**src/rtl/tick_timer_bank.sv**
```systemverilog
module tick_timer_bank #(
  parameter int AW          = 8,
  parameter int DW          = 32,
  parameter int NARROW_W    = 16,
  parameter int WIDE_W      = 32,
  parameter int FREE_W      = 40,
  parameter int EN_BIT      = 7,
  parameter int PER_BIT     = 6,
  parameter int FAST_BIT    = 3,
  parameter int FREE_EN_BIT = 8
) (
  input  logic          clk,
  input  logic          rst_n,
  input  logic          tick_slow,
  input  logic          tick_fast,
  input  logic [AW-1:0] bus_addr,
  input  logic [DW-1:0] bus_wdata,
  input  logic          bus_wr,
  input  logic          bus_rd,
  output logic [DW-1:0] bus_rdata,
  output logic [2:0]    irq
);

  localparam int NCH  = 3;
  localparam int HI_W = FREE_W - DW;
  localparam logic [AW-1:0] FREE_LO = AW'('h60);
  localparam logic [AW-1:0] FREE_HI = AW'('h64);
  localparam logic [DW-1:0] CTRL_MASK =
    (DW'(1) << EN_BIT) | (DW'(1) << PER_BIT) | (DW'(1) << FAST_BIT);

  function automatic logic [AW-5:0] page_of(int i);
    case (i)
      0:       return (AW-4)'('h0);
      1:       return (AW-4)'('h2);
      default: return (AW-4)'('h8);
    endcase
  endfunction

  function automatic logic [DW-1:0] mask_of(int i);
    int w;
    w = (i == NCH-1) ? WIDE_W : NARROW_W;
    if (w >= DW) return '1;
    return (DW'(1) << w) - DW'(1);
  endfunction

  logic [DW-1:0] ld_q  [NCH];
  logic [DW-1:0] val_q [NCH];
  logic [DW-1:0] ctl_q [NCH];
  logic [NCH-1:0] irq_q, hit, run, uf, wld, wctl, wclr;

  logic [FREE_W-1:0] fcnt;
  logic              fen;
  logic [HI_W-1:0]   shadow;
  logic [DW-1:0]     hi_word;

  wire lo_rd = bus_rd && (bus_addr == FREE_LO);
  wire hi_wr = bus_wr && (bus_addr == FREE_HI);

  always_comb begin
    for (int i = 0; i < NCH; i++) begin
      hit[i]  = (bus_addr[AW-1:4] == page_of(i)) && (bus_addr[1:0] == 2'b00);
      run[i]  = ctl_q[i][EN_BIT] && (ctl_q[i][FAST_BIT] ? tick_fast : tick_slow);
      uf[i]   = run[i] && (val_q[i] == '0);
      wld[i]  = bus_wr && hit[i] && (bus_addr[3:2] == 2'd0);
      wctl[i] = bus_wr && hit[i] && (bus_addr[3:2] == 2'd2);
      wclr[i] = bus_wr && hit[i] && (bus_addr[3:2] == 2'd3);
    end
  end

  always_ff @(posedge clk) begin
    if (!rst_n) begin
      for (int i = 0; i < NCH; i++) begin
        ld_q[i]  <= '0;
        val_q[i] <= '0;
        ctl_q[i] <= '0;
      end
      irq_q <= '0;
    end else begin
      for (int i = 0; i < NCH; i++) begin
        if (wld[i]) begin
          ld_q[i]  <= bus_wdata & mask_of(i);
          val_q[i] <= bus_wdata & mask_of(i);
        end else if (run[i]) begin
          if (uf[i]) val_q[i] <= ctl_q[i][PER_BIT] ? ld_q[i] : mask_of(i);
          else       val_q[i] <= val_q[i] - DW'(1);
        end
        if (wctl[i]) ctl_q[i] <= bus_wdata & CTRL_MASK;
        if (uf[i])        irq_q[i] <= 1'b1;
        else if (wclr[i]) irq_q[i] <= 1'b0;
      end
    end
  end

  always_ff @(posedge clk) begin
    if (!rst_n) begin
      fcnt   <= '0;
      fen    <= 1'b0;
      shadow <= '0;
    end else begin
      if (hi_wr)            fen    <= bus_wdata[FREE_EN_BIT];
      if (fen && tick_fast) fcnt   <= fcnt + FREE_W'(1);
      if (lo_rd)            shadow <= fcnt[FREE_W-1:DW];
    end
  end

  always_comb begin
    hi_word              = '0;
    hi_word[HI_W-1:0]    = shadow;
    hi_word[FREE_EN_BIT] = fen;
  end

  always_comb begin
    bus_rdata = '0;
    if (bus_rd) begin
      for (int i = 0; i < NCH; i++) begin
        if (hit[i]) begin
          case (bus_addr[3:2])
            2'd0:    bus_rdata = ld_q[i];
            2'd1:    bus_rdata = val_q[i];
            2'd2:    bus_rdata = ctl_q[i];
            default: bus_rdata = '0;
          endcase
        end
      end
      if (bus_addr == FREE_LO) bus_rdata = fcnt[DW-1:0];
      if (bus_addr == FREE_HI) bus_rdata = hi_word;
    end
  end

  assign irq = irq_q;

  AST_RESET_QUIET: assert property (@(posedge clk) !rst_n |=> (irq_q == '0) && !fen);

  for (genvar g = 0; g < NCH; g++) begin : g_chk
    AST_HOLD_IDLE: assert property (@(posedge clk) disable iff (!rst_n)
      (!run[g] && !wld[g]) |=> $stable(val_q[g]));
    AST_COUNT_DOWN: assert property (@(posedge clk) disable iff (!rst_n)
      (run[g] && !uf[g] && !wld[g]) |=> (val_q[g] == $past(val_q[g]) - DW'(1)));
    AST_PERIODIC_RELOAD: assert property (@(posedge clk) disable iff (!rst_n)
      (uf[g] && ctl_q[g][PER_BIT] && !wld[g]) |=> (val_q[g] == $past(ld_q[g])));
    AST_FREE_WRAP: assert property (@(posedge clk) disable iff (!rst_n)
      (uf[g] && !ctl_q[g][PER_BIT] && !wld[g]) |=> (val_q[g] == mask_of(g)));
    AST_LOAD_NOW: assert property (@(posedge clk) disable iff (!rst_n)
      wld[g] |=> (val_q[g] == ld_q[g]));
    AST_IRQ_RAISE: assert property (@(posedge clk) disable iff (!rst_n)
      uf[g] |=> irq[g]);
    AST_IRQ_HOLD: assert property (@(posedge clk) disable iff (!rst_n)
      (irq[g] && !wclr[g]) |=> irq[g]);
  end

  AST_FREE_COUNT: assert property (@(posedge clk) disable iff (!rst_n)
    (fen && tick_fast) |=> (fcnt == $past(fcnt) + FREE_W'(1)));
  AST_SHADOW_CAPTURE: assert property (@(posedge clk) disable iff (!rst_n)
    lo_rd |=> (shadow == $past(fcnt[FREE_W-1:DW])));

endmodule

```
**config.mk**
```make
export PLATFORM = sky130hd
export DESIGN_NAME = tick_timer_bank
export DESIGN_NICKNAME = d
export VERILOG_FILES = /design/src/rtl/tick_timer_bank.sv
export SDC_FILE = /design/constraint.sdc
export NUM_CORES = 1
export LEC_CHECK = 0
export BUFFER_PORTS_ARGS = -buffer_cell sky130_fd_sc_hd__buf_2
export CORE_ASPECT_RATIO = 0.6
export CORE_MARGIN = 4
export CORE_UTILIZATION = 45
export DETAILED_ROUTE_END_ITERATION = 6
export MAX_ROUTING_LAYER = met4
export PLACE_DENSITY = 0.71
export SETUP_SLACK_MARGIN = 0.02
export SLEW_MARGIN = 25
export SYNTH_ARGS = -nofsm -noshare
export SYNTH_HDL_FRONTEND = slang
export SYNTH_SLANG_ARGS = --single-unit
```
**constraint.sdc**
```tcl
create_clock -name clk -period 6.9 [get_ports clk]
set_input_delay 2.07 -clock clk [delete_from_list [all_inputs] [get_ports clk]]
set_output_delay 2.07 -clock clk [all_outputs]
set_load 0.005 [all_outputs]
```
==> impl_metrics.yaml <==
sta:
  drv_slew: 0
  period_share_pct: 93.9
  rsz0062_at_grt: "false"
  period_minus_slack_ns: 6.48
  worst_pin_slew_ns: 0.961
  slew_headroom_pct: 35.3
  hold_viol: 0
  clock.fmax_mhz: 154
  finalSetupViolCount: 0
  setup_tns_ns: 0
  skew_ns: 0.0165
  worst_slack_ns: 0.418
pwr:
  p_switching_mw: 0.890
  seq_power_share_pct: 49.9
  power_density_mw_per_mm2: 223
  ir_drop_uv: 140
  total_leakage_power_nw: 5.01
  p_int_mw: 2.32
  pwr-share-comb_pct: 11.8
  swShare_pct: 27.7
  p_clk_share_pct: 38.3
drt:
  wl_per_cell_microns: 24.4
  vias_per_cell: 6.33
  drc: 4
  ant_nets: 0
  firstDrtPassIters: 7
  drt-initial-drc-count: 1577
  vias: 11100
  wirelength_microns: 43000
critical_path:
  critPathKind: "primary input to primary output"
  critical_path.top_delay_family: "simple AND/OR/NAND/NOR gates"
  crit_required_ns: 4.83
  crit_chain: "buf_2 > or4b_1 > or3_1 > buf_4 > nor2_1 > buf_4 > a221oi_1 > a21oi_1 > buf_2"
  slowest_stage: "or4b_1"
  crit_buf_inv: 4
  crit_arrival_ns: 4.41
  critPathMaxStageDelay_ns: 0.62
  end_kind: "primary output"
  cp_max_fo: 23
  critPathLaunchType: "primary input"
status:
  violations: "design-rule violations"
  status: "complete, but fails checks"
grt:
  grt_pass1_wl_microns: 64000
  grt_usage_pct: 27.2
  grt_pass1_vias: 10200
  grt_max_degree: 53
  gr-total-overflow: 0
  antenna_found_initial: 0
layout:
  final_cell_mix: "edfxtp_1, nor2_1, nand2_1"
  fin_nets: 1427
  area_growth_syn_to_layout_pct: 11.7
  final_common_cell: "edfxtp_1"
  antenna_cells: 0
  drive_gt1_share_pct: 15.5
  fillCellCount: 2568
synth:
  synth_enable_flop_cells: 169
  ys_ff_latch: 221
  syn_nets: 1374
  synthFlopType: "edfxtp_1"
  synth_cell_types: 63
  async_flop_share_pct: 0
  syn_inst: 1322
  yosysSeqAreaShare_pct: 47.6
  syn_area_sq_mm: 0.0129
  yosysWarnings: 0
  syn_area_per_cell_sq_um: 9.73
place:
  portBuffers: 80
  pre_cts_ws_ns: 0.483
  dp_hpwl_microns: 31200
  gp_routability_congestion: 1.00
worst_hold_path:
  hold_class: "flop to flop"
clock_network:
  clk_path_buf_depth: 3
  cts_setup_buffers: 0
  insertion_delay_ns: 0.54
  clk_pin_slew_worst_paths_ns: 0.06
  htree_levels: 1
  cts_root_buffer: "clkbuf_16"
  ctsResizeCount: 0
  holdBufCountCts: 0
  cts_buffers: 23
  cts_tree: "built"
  cts.sinks: 221
job:
  max-cap-violations: 0
floorplanning:
  die_w_microns: 226
  core-area_sq_mm: 0.0279
  dieArea_sq_mm: 0.0314
  fp-row-count: 47
  die_h_microns: 139
  start_util_pct: 46.1
  io_pins: 81
logic make-up after synthesis:
group / after synthesis / share of synthesized area [%]
compound gates: 261 / 14.6
xor+xnor: 108 / 7.36
fa+ha+maj: 6 / 0.584
buf+inv: 100 / 3.12
flops: 221 / 47.6
mux: 53 / 4.50
simple gates: 573 / 22.2
flip-flops by register name (all words and copies together) (netlist names):
| register | count |
|---|---|
| ctl_q | 9 |
| fcnt | 40 |
| fen | 1 |
| irq | 3 |
| ld_q | 64 |
| shadow | 8 |
| val_q | 96 |
per-layer routing:
layer | vias up | share of wire, % | routed length (microns) | track usage [%]
met5 | - | 0 | 0 | -
met4 | 0 | 2.9 | 1270 | 6.82
met3 | 67 | 14 | 5970 | 10.6
met2 | 616 | 39 | 16600 | 33.9
met1 | 5397 | 45 | 19100 | 40.6
li1 | 5047 | - | - | -
final cells by class:
| type | instances | area [sq um] | share of cell area [%] |
|---|---|---|---|
| Inverter | 21 | 78.8 | 0.549 |
| Multi-Input combinational cell | 1001 | 6380 | 44.4 |
| Clock buffer | 34 | 659 | 4.59 |
| Sequential cell | 221 | 6120 | 42.6 |
| Tap cell | 367 | 459 | 3.20 |
| Timing Repair Buffer | 107 | 616 | 4.28 |
| Clock inverter | 8 | 56.3 | 0.392 |
worst register-to-register path: stages, from the launching register on:
cell	delay, ns
edfxtp_1	0.46
nor4_1	0.86
nand4_1	0.38
or4_1	1.00
nand2_1	0.83
nor2_1	0.12
nor4_1	0.23
synth_stat cells, types with 19 or more instances:
cell,number,share of area (%)
edfxtp_1,169,39
o21ai_0,34,1.3
nor2_1,152,4.4
nor3_1,46,1.8
inv_1,19,0.55
and2_1,44,2.1
or3_1,26,1.3
nand3_1,35,1.4
a21oi_1,71,2.8
xor2_1,36,2.5
nand2_1,145,4.2
dfxtp_1,52,8.1
nor4_1,29,1.4
clkbuf_1,67,2.0
mux2_2,38,3.3
xnor2_1,72,4.9
a22o_1,26,1.8
per-stage QoR:
step | cells | utilization (%) | power, mW | hold WS [ns] | cell area, sq um
floorplan | 1322 | - | 1.83 | 0.433 | 12900
global placement | 1717 | 49.0 | 1.98 | 0.446 | 13600
detailed placement | 1717 | 49.0 | 1.99 | 0.446 | 13700
CTS | 1759 | 51.5 | 3.20 | 0.455 | 14400
global route | 1759 | 51.5 | 3.30 | 0.478 | 14400
finish | 1759 | 51.5 | 3.21 | 0.452 | 14400
power by group through the flow:
| stage | Sequential (mW) | Combinational (mW) | Clock (mW) |
|---|---|---|---|
| 2_1_floorplan | 1.59 | 0.240 | 0 |
| 3_3_place_gp | 1.62 | 0.366 | 0 |
| 3_5_place_dp | 1.62 | 0.368 | 0 |
| 4_1_cts | 1.60 | 0.371 | 1.23 |
| 5_1_grt | 1.61 | 0.406 | 1.28 |
| 6_report | 1.60 | 0.380 | 1.23 |
final timing paths:
kind	startpoint	to	depth (start not counted)	slack [ns]
worst min-delay path	shadow[7]$_SDFFE_PN0P_	shadow[7]$_SDFFE_PN0P_	2	0.45
worst max-delay path	bus_addr[5]	bus_rdata[12]	9	0.42
worst max register to register	val_q[0][8]$_SDFFCE_PP0P_	val_q[0][15]$_SDFFCE_PP0P_	6	2.83
worst min register to register	shadow[7]$_SDFFE_PN0P_	shadow[7]$_SDFFE_PN0P_	2	0.45
No activity file was read; power rests on OpenSTA's default activity.
